===== src/rtl/wdcfg_pkg.sv =====
package wdcfg_pkg;

    typedef enum logic [1:0] {
        WD_OFF   = 2'b00,
        WD_SHORT = 2'b01,
        WD_MID   = 2'b10,
        WD_LONG  = 2'b11
    } wd_len_e;

    typedef struct packed {
        logic       frozen;
        logic [1:0] speed;
        logic       xtal_force;
        wd_len_e    len;
        logic       ring_src;
    } cfg_t;

    localparam int unsigned BIT_FROZEN = 11;
    localparam int unsigned BIT_SPD_HI = 8;
    localparam int unsigned BIT_SPD_LO = 7;
    localparam int unsigned BIT_XFORCE = 6;
    localparam int unsigned BIT_LEN_HI = 5;
    localparam int unsigned BIT_LEN_LO = 4;
    localparam int unsigned BIT_RSRC   = 3;

    localparam cfg_t CFG_RESET = '{frozen: 1'b0, speed: 2'b00, xtal_force: 1'b0,
                                   len: WD_OFF, ring_src: 1'b0};

    function automatic cfg_t cfg_from_word(input logic [15:0] w);
        cfg_t c;
        c.frozen     = w[BIT_FROZEN];
        c.speed      = w[BIT_SPD_HI:BIT_SPD_LO];
        c.xtal_force = w[BIT_XFORCE];
        c.len        = wd_len_e'(w[BIT_LEN_HI:BIT_LEN_LO]);
        c.ring_src   = w[BIT_RSRC];
        return c;
    endfunction

    function automatic logic [15:0] cfg_to_word(input cfg_t c);
        logic [15:0] w;
        w = '0;
        w[BIT_FROZEN]            = c.frozen;
        w[BIT_SPD_HI:BIT_SPD_LO] = c.speed;
        w[BIT_XFORCE]            = c.xtal_force;
        w[BIT_LEN_HI:BIT_LEN_LO] = c.len;
        w[BIT_RSRC]              = c.ring_src;
        return w;
    endfunction

endpackage


===== src/rtl/wdcfg_reg.sv =====
module wdcfg_reg
    import wdcfg_pkg::*;
(
    input  logic        clk,
    input  logic        rst,
    input  logic        wr_en,
    input  logic [15:0] wr_data,
    output cfg_t        cfg,
    output logic        len_change
);
    cfg_t nxt;
    logic accept;

    always_comb begin
        nxt        = cfg_from_word(wr_data);
        accept     = wr_en && !cfg.frozen;
        len_change = accept && (nxt.len != cfg.len);
    end

    always_ff @(posedge clk) begin
        if (rst) begin
            cfg <= CFG_RESET;
        end else if (accept) begin
            cfg <= nxt;
        end
    end
endmodule


===== src/rtl/wdcfg_ticks.sv =====
module wdcfg_ticks #(
    parameter int unsigned PRESCALE = 128,
    parameter int unsigned SYNC_N   = 2
) (
    input  logic clk,
    input  logic rst,
    input  logic ring_src,
    input  logic ring_tick,
    output logic tick
);
    localparam int unsigned PW = (PRESCALE > 1) ? $clog2(PRESCALE) : 1;
    localparam logic [PW-1:0] PLAST = PW'(PRESCALE - 1);

    logic [PW-1:0]   pre_cnt;
    logic            pre_tick;
    logic [SYNC_N:0] sync_q;
    logic            ring_edge;

    always_ff @(posedge clk) begin
        if (rst) begin
            pre_cnt <= '0;
        end else if (pre_cnt == PLAST) begin
            pre_cnt <= '0;
        end else begin
            pre_cnt <= pre_cnt + 1'b1;
        end
    end

    assign pre_tick = (pre_cnt == PLAST);

    generate
        for (genvar i = 0; i <= SYNC_N; i++) begin : g_sync
            if (i == 0) begin : g_first
                always_ff @(posedge clk) begin
                    if (rst) sync_q[0] <= 1'b0;
                    else     sync_q[0] <= ring_tick;
                end
            end else begin : g_next
                always_ff @(posedge clk) begin
                    if (rst) sync_q[i] <= 1'b0;
                    else     sync_q[i] <= sync_q[i-1];
                end
            end
        end
    endgenerate

    assign ring_edge = sync_q[SYNC_N-1] & ~sync_q[SYNC_N];
    assign tick      = ring_src ? ring_edge : pre_tick;
endmodule


===== src/rtl/wdcfg_counter.sv =====
module wdcfg_counter
    import wdcfg_pkg::*;
#(
    parameter int unsigned EXP_LO  = 12,
    parameter int unsigned EXP_MID = 14,
    parameter int unsigned EXP_HI  = 16
) (
    input  logic    clk,
    input  logic    rst,
    input  wd_len_e len,
    input  logic    tick,
    input  logic    restart,
    output logic    timeout,
    output logic    fired
);
    localparam int unsigned CW = EXP_HI + 1;
    localparam logic [CW-1:0] LIM_LO  = CW'((32'd1 << EXP_LO)  - 32'd1);
    localparam logic [CW-1:0] LIM_MID = CW'((32'd1 << EXP_MID) - 32'd1);
    localparam logic [CW-1:0] LIM_HI  = CW'((32'd1 << EXP_HI)  - 32'd1);

    logic [CW-1:0] cnt;
    logic [CW-1:0] last;
    logic          running;

    always_comb begin
        running = (len != WD_OFF);
        case (len)
            WD_SHORT: last = LIM_LO;
            WD_MID:   last = LIM_MID;
            WD_LONG:  last = LIM_HI;
            default:  last = '0;
        endcase
    end

    always_ff @(posedge clk) begin
        if (rst) begin
            cnt     <= '0;
            timeout <= 1'b0;
            fired   <= 1'b0;
        end else begin
            timeout <= 1'b0;
            if (restart || !running) begin
                cnt <= '0;
            end else if (tick) begin
                if (cnt == last) begin
                    cnt     <= '0;
                    timeout <= 1'b1;
                    fired   <= 1'b1;
                end else begin
                    cnt <= cnt + 1'b1;
                end
            end
        end
    end
endmodule


===== src/rtl/wdcfg_top.sv =====
module wdcfg_top
    import wdcfg_pkg::*;
#(
    parameter int unsigned PRESCALE = 128,
    parameter int unsigned EXP_LO   = 12,
    parameter int unsigned EXP_MID  = 14,
    parameter int unsigned EXP_HI   = 16,
    parameter int unsigned SYNC_N   = 2
) (
    input  logic        clk,
    input  logic        rst,
    input  logic        wr_en,
    input  logic [15:0] wr_data,
    output logic [15:0] rd_data,
    input  logic        osc_dis,
    input  logic        ring_dis,
    input  logic        ring_tick,
    input  logic        kick,
    output logic        xtal_en,
    output logic        ring_en,
    output logic [1:0]  ring_speed,
    output logic        wd_timeout,
    output logic        wd_fired
);
    cfg_t cfg;
    logic len_change;
    logic tick;

    wdcfg_reg u_reg (
        .clk        (clk),
        .rst        (rst),
        .wr_en      (wr_en),
        .wr_data    (wr_data),
        .cfg        (cfg),
        .len_change (len_change)
    );

    wdcfg_ticks #(.PRESCALE(PRESCALE), .SYNC_N(SYNC_N)) u_ticks (
        .clk       (clk),
        .rst       (rst),
        .ring_src  (cfg.ring_src),
        .ring_tick (ring_tick),
        .tick      (tick)
    );

    wdcfg_counter #(.EXP_LO(EXP_LO), .EXP_MID(EXP_MID), .EXP_HI(EXP_HI)) u_cnt (
        .clk     (clk),
        .rst     (rst),
        .len     (cfg.len),
        .tick    (tick),
        .restart (kick || len_change),
        .timeout (wd_timeout),
        .fired   (wd_fired)
    );

    assign rd_data    = cfg_to_word(cfg);
    assign xtal_en    = cfg.xtal_force | ~osc_dis;
    assign ring_en    = cfg.ring_src | ~ring_dis;
    assign ring_speed = cfg.speed;
endmodule


===== config.mk =====
export PLATFORM = sky130hd
export DESIGN_NAME = wdcfg_top
export DESIGN_NICKNAME = d
export VERILOG_FILES = /design/src/rtl/wdcfg_pkg.sv /design/src/rtl/wdcfg_reg.sv /design/src/rtl/wdcfg_ticks.sv /design/src/rtl/wdcfg_counter.sv /design/src/rtl/wdcfg_top.sv
export SDC_FILE = /design/constraint.sdc
export NUM_CORES = 1
export LEC_CHECK = 0
export CAP_MARGIN = 20
export CORE_ASPECT_RATIO = 0.9
export CORE_MARGIN = 4
export CORE_UTILIZATION = 48
export CTS_CLUSTER_SIZE = 8
export DETAILED_ROUTE_END_ITERATION = 16
export PLACE_DENSITY = 0.86
export SLEW_MARGIN = 20
export SYNTH_ARGS = -nofsm -noshare
export SYNTH_HDL_FRONTEND = slang
export SYNTH_SLANG_ARGS = --single-unit

===== constraint.sdc =====
create_clock -name clk -period 2.35 [get_ports clk]
set_input_delay 0.235 -clock clk [delete_from_list [all_inputs] [get_ports clk]]
set_output_delay 0.235 -clock clk [all_outputs]
set_load 0.02 [all_outputs]

* Yosys cells after proc, flatten, opt, wreduce, memory -nomap -nowiden *
Index checks and enable logic that the tools add are counted.

storage, ports and cells
  register bits = 36
  output and inout bits = 22

operators by class
  add/sub/neg operators = 2
  equality and inequality tests = 6
  mux-type cells = 4
  bitwise logic cells = 8
  reduce and logical (&&, ||, !) cells = 11

operators by type and width
  cell                   number
  $pmux 16 s3            1
  $add 17x1->17 const B  1
  $eq 17x16->1           1
  $mux 17                1
  $add 7x1->7 const B    1
  $eq 7x7->1 const B     1
  $not 1->1              5
  $eq 2x2->1 const B     2
  $reduce_or 2->1        2
  $reduce_and 3->1       1
  $reduce_or 3->1        1
  $eq 2x1->1 const B     1
  $logic_and 1x1->1      2
  $logic_not 1->1        2
  $logic_or 1x1->1       2
  $mux 1                 2
  $ne 2x2->1             1
  $or 1x1->1             2
  $reduce_bool 2->1      1
  $and 1x1->1            1

* Longest topological paths before layout *
Gate-level depths: netlist of run 1.

  depth in word-level cells = 7
  gate-level depth with buffers = 7
  depth with buffers taken out = 6

* Hierarchy *
A second synthesis of run 1 with hierarchy kept.

second synthesis, totals
  cells, all modules = 179
  area, all modules = 1674.1 sq um

by module, submodules not included
  module         instances  cells each  area an instance (sq um)  sequential area each (sq um)
  wdcfg_counter  1          100         912.1                     380.4
  wdcfg_ticks    1          38          375.4                     200.2
  wdcfg_reg      1          26          281.5                     140.1
  wdcfg_top      1          15          105.1                     0.0

* Worst setup path after synthesis of run 1 *
Ideal clock, no wire load.

  path type = reg2reg
  start = reg, netlist name u_reg.cfg[2]
  end = reg u_cnt.cnt[0]
  setup time = 0.062 ns
  arrival = 1.669 ns
  setup slack = 0.618 ns
  stages on the path, launching flop included = 7
  buffers on the path = 1
  clock period less this slack = 1.732 ns
  cell sequence = dfxtp_1 > xnor2_1 > o21ai_1 > a2111oi_2 > o31ai_4 > buf_8 > nor2_2

on the way
  cells in the longest elaborated chain, start to end = 5
  elaborated cells between the ends (all ways) = 13

RTL lines
  what                                                  RTL line             RTL
  branches (longest 5 deep; another with $eq 17x16->1)  --
  end signal: assignment                                wdcfg_counter.sv:50  cnt <= cnt + 1'b1;
  end: declaration                                      wdcfg_counter.sv:21  logic [CW-1:0] cnt;

Several ways; the timed one is not identified.
A chain may end at the register's enable or synchronous reset.

* Worst setup path in the final report of run 1 *
  start = reg u_ticks.pre_cnt[0]
  end = reg u_cnt.fired

on the way
  cells in the longest elaborated chain, start to end = 3

RTL lines
  what                               RTL line             RTL
  start: declaration                 wdcfg_ticks.sv:14    logic [PW-1:0] pre_cnt;
  start signal: assignment           wdcfg_ticks.sv:25    pre_cnt <= pre_cnt + 1'b1;
  $eq 7x7->1                         wdcfg_ticks.sv:29    assign pre_tick = (pre_cnt == PLAST);
  $mux 1                             wdcfg_ticks.sv:48    assign tick = ring_src ? ring_edge : pre_tick;
  $reduce_and 3->1 (no source line)  --
  end signal: assignment             wdcfg_counter.sv:39  fired <= 1'b0;
  end signal: assignment             wdcfg_counter.sv:48  fired <= 1'b1;
  end: declaration                   wdcfg_counter.sv:14  output logic fired

Every way passes these cells.

==> results of run 1 <==
[cells in the mapped netlist, drive strengths merged, types with 2 or more instances]
| cell | instances | area [µm²] |
|---|---|---|
| nor2b | 5 | 31.28 |
| ha | 2 | 25.02 |
| nor2 | 25 | 118.9 |
| nor4 | 4 | 25.02 |
| nand3b | 2 | 15.01 |
| and3 | 5 | 38.78 |
| nand4 | 7 | 43.79 |
| inv | 4 | 15.01 |
| xnor2 | 12 | 105.1 |
| nand3 | 10 | 50.05 |
| nand2 | 18 | 75.07 |
| nand2b | 3 | 18.77 |
| and2 | 3 | 18.77 |
| clkbuf | 2 | 7.510 |
| a21oi | 11 | 55.05 |
| dfxtp | 36 | 720.7 |
| o21ai | 2 | 10.01 |
| xor2 | 10 | 87.58 |
| nor3 | 3 | 15.01 |
| buf | 13 | 105.1 |
| nor4b | 2 | 17.52 |
[power groups by stage]
stage	clock [mW]	combinational (mW)	sequential, mW
after floorplan	0	0.0791	0.655
after global placement	0	0.130	0.649
after detailed placement	0	0.132	0.650
after CTS	0.468	0.133	0.636
after global routing	0.499	0.142	0.638
final	0.451	0.132	0.636
[registers in the layout (all words and copies together), names as in the netlist]
signal	flops
u_cnt.cnt	17
u_reg.cfg	7
u_ticks.pre_cnt	7
u_ticks.sync_q	3
u_cnt.fired	1
u_cnt.timeout	1
[routing by layer]
metal  vias up  wire length, µm
met3         4              211
met4         0               34
li1        691                -
met2        34             1424
met1       627             1503
met5         -                0
[final timing paths]
path | end | cells past startpoint | startpoint | slack [ps]
min | u_ticks.sync_q[1] | 1 | u_ticks.sync_q[0] | 450
max reg2reg | u_cnt.fired | 6 | u_ticks.pre_cnt[0] | 520
max | u_cnt.fired | 6 | u_ticks.pre_cnt[0] | 520
min reg2reg | u_ticks.sync_q[1] | 1 | u_ticks.sync_q[0] | 450
[final cells by class]
class,instances,area (µm²),share of cell area [%]
clock buffer,7,86.33,4.149
clock inverter,1,7.507,0.3608
inverter,4,15.01,0.7216
multi-input combinational,143,885.9,42.57
sequential,36,720.7,34.64
tap,44,55.05,2.646
timing repair buffer,31,310.3,14.91
[stage by stage]
| step | area [µm²] | hold slack [ps] | utilization (%) | setup slack [ps] |
|---|---|---|---|---|
| detailed placement | 1987 | 444.2 | 58.38 | 305.6 |
| finish | 2081 | 454.8 | 61.14 | 515.5 |
| floorplan | 1734 | 306.6 | - | 618.2 |
| global placement | 1987 | 417.8 | 58.38 | 363.5 |
| global route | 2081 | 468.5 | 61.14 | 282.2 |
| CTS | 2081 | 458.8 | 61.14 | 484.1 |
[cells by family after synthesis]
family / Yosys count / share of synthesized area, %
flip-flops: 36 / 42.29
adder cells (fa/ha/maj): 2 / 1.468
AND/OR/NAND/NOR: 91 / 29.44
XOR/XNOR: 22 / 11.31
other: 1 / 0.2201
buffers and inverters: 19 / 7.489
AO/OA/AOI/OAI: 19 / 7.783
[worst max-delay path: cells and delay by family, from the launching register on]
kind	cells	cell delay [ps]
DFF	1	360
AOI/OAI and AO/OA	3	570
and+or+nand+nor	2	630
adders and majority gates	1	220
==> metrics.yaml, run 1 <==
antenna_found_initial: 0
die_y_um: 64.53
ios: 45
drt_iter0_drc: 63
synth_edf_count: 0
placementRows: 20
tns_ps: 0
max_cap_viol_count: 0
postCtsSetupRepairBufs: 0
slew_viol_final: 0
use_met3_pct: 6.202
synth_ff_type: "dfxtp_1"
antenna_left: 0
synth_seq_cells: 36
layout.nets: 246
ys_types: 37
seqPwrFrac_pct: 52.2
switchingPower_mw: 0.2927
async_reset_ff_share_pct: 0
yosysWarnings: 0
ys_seq_area_share_pct: 42.29
mostFrequentLayoutCells: "36 x dfxtp_1, 26 x clkdlybuf4s50_1, 17 x nand2_1"
p_total_mw: 1.218
layout_min_cycle_time_ps: 1834
power.ir.vdd_worst_uv: 474.5
post-route-period-util_pct: 78.06
endpoint_kind: "register"
cp.required_ps: 2590
gp_congestion: 0.7683
clock-sinks: 36
antenna_cells: 0
syn_inst: 190
core_um2: 3403
cts_buffers: 5
gr-usage-all-layers_pct: 15.11
rsz0062_at_grt: "no"
min_path_type: "reg -> reg"
die_x_um: 70.81
status: "finished, final reports clean"
hpwl_um: 2370
syn_to_final_growth_pct: 22.10
path_clk_slew_ps: 70
critical_path_class: "reg -> reg"
clock-root-buffer: "clkbuf_8"
port_buffers: 26
synthesis.area_um2: 1704
vias: 1356
grt.overflow.total: 0
gr-max-usage-layer: "met2"
cts_resized: 0
initial_core_util_pct: 50.07
dp.cells: 258
viasPerCell: 5.098
wl_per_cell_um: 11.93
max_stage_delay_ps: 450
p_sw_share_pct: 24.03
hold_violations: 0
final_common_cell: "dfxtp_1"
met1_usage_pct: 17.73
fmax_mhz: 545.1
drc_errors: 0
power.density_nw_per_um2: 585.4
drtPass1Iterations: 4
skew_ps: 10.73
syn_avg_cell_area_um2: 8.969
clkPwrFrac_pct: 37.0
critical-path-slowest-cell: "nor4b_1"
htree_levels: 2
arrival_ps: 2070
path_cells: "ha_1 -> nand4_1 -> o22ai_1 -> o21ai_1 -> nor4b_1 -> a21o_1"
p_comb_share_pct: 10.8
p_int_mw: 0.9254
setup_viol: 0
power.leakage_nw: 0.7507
insertion_delay_ps: 290
grt_max_degree: 18
cts_tree: "done"
cp_max_fo: 3
grt_pass1_vias: 1276
dieArea_um2: 4569
clockBufferDepth: 2
use_met2_pct: 24.19
wl_um: 3174
grt_pass1_wl_um: 5485
fillers: 303
instances_no_fill: 266
ctsHoldBuffers: 0
drive_gt1_share_pct: 13.06
cp-start-kind: "register"
Power figures use the tool's default switching activity.
==> run 2, diff against run 1 <==
Settings changed: CORE_UTILIZATION 48 to 43, PLACE_DENSITY 0.86 to 0.82.
Clock period 2.35 ns to 1.65 ns, I/O delays scaled along.
==> run 2 against run 1 <==
The flow now finishes with violations (negative setup slack). Critical path depth unchanged. Via count increased by 14%. Sequential share of layout area decreased by 5.4 points. Critical path type unchanged. Critical endpoint is now u_cnt.cnt[2].
==> metrics.yaml, run 2 (synthesis results as in run 1) <==
status: "complete, but fails checks"
violations: "negative setup slack"
path_cells: "and4_4 -> nand2_4 -> o31a_1 -> o31ai_4 -> buf_6 -> nor2_2"
gp_congestion: 0.8185
layout_min_cycle_time_ps: 1690
clockBufferDepth: 2
ctsHoldBuffers: 0
largest-register: "u_cnt.cnt"
drtPass1Iterations: 4
viasPerCell: 5.076
vias: 1543
dp.cells: 292
drc_errors: 0
cp_max_fo: 6
wl_per_cell_um: 14.06
grt.overflow.total: 0
skew_ps: 10.95
slew_viol_final: 0
cts_buffers: 5
port_buffers: 26
crit_buf_inv: 1
core_um2: 3757
insertion_delay_ps: 290
min_path_type: "in -> reg"
dieArea_um2: 5036
dp_slack_ps: -427.2
hold_violations: 0
antenna_cells: 0
clock-sinks: 36
ios: 45
wl_um: 4274
die_y_um: 67.72
critical-path-slowest-cell: "dfxtp_1"
grt_pass1_vias: 1480
power.ir.vdd_worst_uv: 405.7
path_clk_slew_ps: 80
die_x_um: 74.36
rsz0062_at_grt: "yes"
setup_viol: 17
critical_path_class: "reg -> reg"
power.leakage_nw: 1.021
final_common_cell: "buf_4"
syn_to_final_growth_pct: 47.14
grt_pass1_wl_um: 6679
setup_slack_ps: -40.11
fillers: 284
placementRows: 21
instances_no_fill: 304
layout.nets: 282
cts_tree: "done"
initial_core_util_pct: 45.35
critPathTopFamily: "compound AO/OA/AOI/OAI gates"
arrival_ps: 1860
mostFrequentLayoutCells: "36 x buf_4, 27 x dfxtp_1, 25 x clkdlybuf4s50_1"
clock-root-buffer: "clkbuf_8"
largest_reg_flops: 17
drive_gt1_share_pct: 34.88
top_regs: "u_cnt.cnt: 17 flops, u_reg.cfg: 7 flops, u_ticks.pre_cnt: 7 flops"
max_cap_viol_count: 0
grt_max_degree: 16
post-route-period-util_pct: 102.4
cp-start-kind: "register"
power.density_nw_per_um2: 751.7
gr-usage-all-layers_pct: 17.39
endpoint_kind: "register"
htree_levels: 2
antenna_left: 0
fmax_mhz: 591.7
cp.required_ps: 1820
drt_iter0_drc: 130
hpwl_um: 2814
max_stage_delay_ps: 370
antenna_found_initial: 0
==> run 2: path summary, 6_finish.rpt <==
check / to / depth (start not counted) / startpoint / slack [ps]
max: u_cnt.cnt[2] / 6 / u_cnt.cnt[7] / -40
min: u_reg.cfg[0] / 3 / wr_data[3] / 430
max reg2reg: u_cnt.cnt[2] / 6 / u_cnt.cnt[7] / -40
min reg2reg: u_ticks.sync_q[1] / 1 / u_ticks.sync_q[0] / 440
==> run 2: report_power, final <==
group          internal, mW  switching, mW
registers             0.888         0.0128
logic                 0.110          0.112
clock network         0.449          0.313
==> run 2: layout make-up <==
type                            count  area [µm²]  share of cell area (%)
Clock buffer                        6       72.57                   2.894
Inverter                            4       15.01                  0.5988
Clock inverter                      2       35.03                   1.397
Tap cell                           46       57.56                   2.295
Timing Repair Buffer               67       589.3                   23.50
Multi-Input combinational cell    143        1006                   40.12
Sequential cell                    36       732.0                   29.19
==> run 2: stage by stage <==
stage	hold WS, ps	TNS (ps)	instance area, µm²	power, mW	utilization (%)
after global placement	415.1	-6726	2232	1.125	59.41
after floorplan	236.6	-453.5	1749	1.047	-
after global routing	434.0	-1467	2507	1.947	66.73
after CTS	421.8	-569.1	2411	1.887	64.17
final	426.4	-416.6	2507	1.885	66.73
after detailed placement	430.4	-7311	2232	1.129	59.41
==> run 2: repair_timing <==
| item | CTS | global route |
|---|---|---|
| setup buffers | 3 | 1 |
| pin swaps | 5 | 8 |
| setup endpoints to repair | 19 | 19 |
| gates resized for setup | 12 | 19 |
==> run 2: metal layers <==
| metal | part of all wire, % | track usage (%) | vias up |
|---|---|---|---|
| met5 | 0 | 0 | - |
| li1 | - | - | 756 |
| met1 | 44 | 22.28 | 729 |
| met3 | 4.9 | 2.976 | 13 |
| met2 | 49 | 28.62 | 45 |
| met4 | 2.6 | 7.556 | 0 |
==> run 2: worst min-delay path: cells and delay by family <==
family	cells	cell delay, ps
AOI/OAI and AO/OA	1	50
buffers and inverters	1	400
and+or+nand+nor	1	50
==> run 3, diff against run 2 <==
Settings changed: SKIP_CTS_REPAIR_TIMING from default to 1.
==> run 3 against run 2 <==
The run still ends with negative setup slack left. Setup slack worse by 28 ps. Flip-flop and latch count is the same. Via count decreased by 0.84%. Critical path depth unchanged. Register-to-register slack got worse by 30 ps. Maximum frequency decreased by 1.6%. First-iteration DRC count down 19%. Power decreased by 0.37%. Clock skew shrank 1.1 ps. Non-clock buffer count shrank 1. Utilization fell by 1.6 points.
==> metrics.yaml, run 3 (synthesis results as in run 1) <==
p_total_mw: 1.878
p_comb_share_pct: 11.6
dp.cells: 292
multiInputGateArea_um2: 963.4
reg2reg_slack_ps: -70
final_util_pct: 65.10
cp-start-kind: "register"
slew_viol_final: 0
rr_worst_depth: 6
setup_viol: 17
min_path_type: "in -> reg"
min_delay_worst_endpoint: "u_reg.cfg[0]"
hpwl_um: 2814
top_regs: "u_cnt.cnt: 17 flops, u_reg.cfg: 7 flops, u_ticks.pre_cnt: 7 flops"
p_sw_share_pct: 23.02
cts_tree: "done"
antenna_found_initial: 0
grt.overflow.total: 0
dieArea_um2: 5036
clockBufferDepth: 2
viasPerCell: 5.050
path_clk_slew_ps: 70
antenna_left: 0
antenna_cells: 0
power.leakage_nw: 0.9732
cts_buffers: 5
drc_errors: 0
insertion_delay_ps: 290
wl_per_cell_um: 13.05
fmax_mhz: 582.2
r2r_end: "u_cnt.cnt[7]"
wl_met3_um: 223
seqPwrFrac_pct: 48.0
critical-path-slowest-cell: "or4_4"
setup_slack_ps: -67.69
layout_min_cycle_time_ps: 1718
grt_pass1_wl_um: 6361
critical_path_class: "reg -> reg"
reg2reg_from: "u_cnt.cnt[14]"
core_um2: 3757
syn_to_final_growth_pct: 43.54
skew_ps: 9.869
register_area_um2: 728.2
violations: "negative setup slack"
tns_ps: -850.7
cp_max_fo: 9
wl_met2_um: 1846
final_common_cell: "buf_4"
clock-sinks: 36
drt_iter0_drc: 105
layout.nets: 281
power.density_nw_per_um2: 767.8
placementRows: 21
arrival_ps: 1900
wl_um: 3955
max_cap_viol_count: 0
port_buffers: 26
endpoint_kind: "register"
max_stage_delay_ps: 520
ios: 45
fillers: 303
gp_congestion: 0.8185
htree_levels: 2
rsz0062_at_grt: "yes"
grt_max_degree: 18
cp.required_ps: 1830
hold_violations: 0
power.ir.vdd_worst_uv: 398.2
post-route-period-util_pct: 104.1
vias: 1530
status: "complete, but fails checks"
highest_layer: "met4"
grt_pass1_vias: 1462
drive_gt1_share_pct: 31.91
gr-usage-all-layers_pct: 16.47
worstHoldStart: "wr_data[3]"
clock-root-buffer: "clkbuf_8"
drtPass1Iterations: 6
min_path_cells: 3
initial_core_util_pct: 45.35
die_x_um: 74.36
p_int_mw: 1.446
instances_no_fill: 303
wl_met1_um: 1789
largest-register: "u_cnt.cnt"
largest_reg_flops: 17
die_y_um: 67.72
path_cells: "or4_4 -> nor2_4 -> o21ai_2 -> o31ai_4 -> buf_6 -> nor2_1"
mostFrequentLayoutCells: "37 x buf_4, 30 x dfxtp_1, 25 x clkdlybuf4s50_1"
clkPwrFrac_pct: 40.4
switchingPower_mw: 0.4323
-- run 3: changes by cell type in the layout (fill, tap and decap cells not counted), sizes merged --
cell and change:
buf -1
-- run 3: power groups by stage --
| stage | Clock [mW] | Combinational, mW | Sequential, mW |
|---|---|---|---|
| after floorplan | 0 | 0.113 | 0.933 |
| after global placement | 0 | 0.205 | 0.920 |
| final | 0.759 | 0.218 | 0.901 |
| after global routing | 0.808 | 0.235 | 0.903 |
| after detailed placement | 0 | 0.208 | 0.921 |
| after CTS | 0.768 | 0.209 | 0.901 |
-- run 3: metal layers --
layer  GRT usage, %  vias to the layer above
met2          26.97                       52
met5              0                        -
li1               -                      759
met4          8.222                        0
met3          3.125                        9
met1          20.59                      710
-- run 3: area by class of cell --
cell class	instances	share of cell area (%)
multi-input cells	143	39.39
flip-flops and latches	36	29.77
repair buffers	66	23.48
clock buffers	6	2.967
well taps	46	2.353
clock inverters	2	1.432
inverters	4	0.6138
-- run 3: through the flow --
step                      setup slack [ps]  area [µm²]  hold WS (ps)
final                               -67.69        2446         426.4
after global routing                -158.2        2446         429.8
after CTS                           -450.5        2340         421.8
after detailed placement            -427.2        2232         430.4
after global placement              -384.2        2232         415.1
after floorplan                     -45.79        1749         236.6
-- run 3: worst max-delay path by stage --
| stage | cells after the start | from | to |
|---|---|---|---|
| 2_1_floorplan | 6 | u_cnt.cnt[13] | u_cnt.cnt[13] |
| 3_3_place_gp | 5 | u_cnt.cnt[13] | u_cnt.cnt[5] |
| 3_5_place_dp | 5 | u_cnt.cnt[14] | u_cnt.cnt[6] |
| 4_1_cts | 5 | u_cnt.cnt[14] | u_cnt.cnt[7] |
| 5_1_grt | 7 | u_ticks.pre_cnt[1] | u_cnt.cnt[7] |
| 6_report | 6 | u_cnt.cnt[14] | u_cnt.cnt[7] |
-- run 3: critical path: cells and delay by family, from the launching register on --
kind                   cells  cell delay [ps]
AO/OA/AOI/OAI              2              360
buffers and inverters      1              190
flip-flops                 1              340
AND/OR/NAND/NOR            3              720
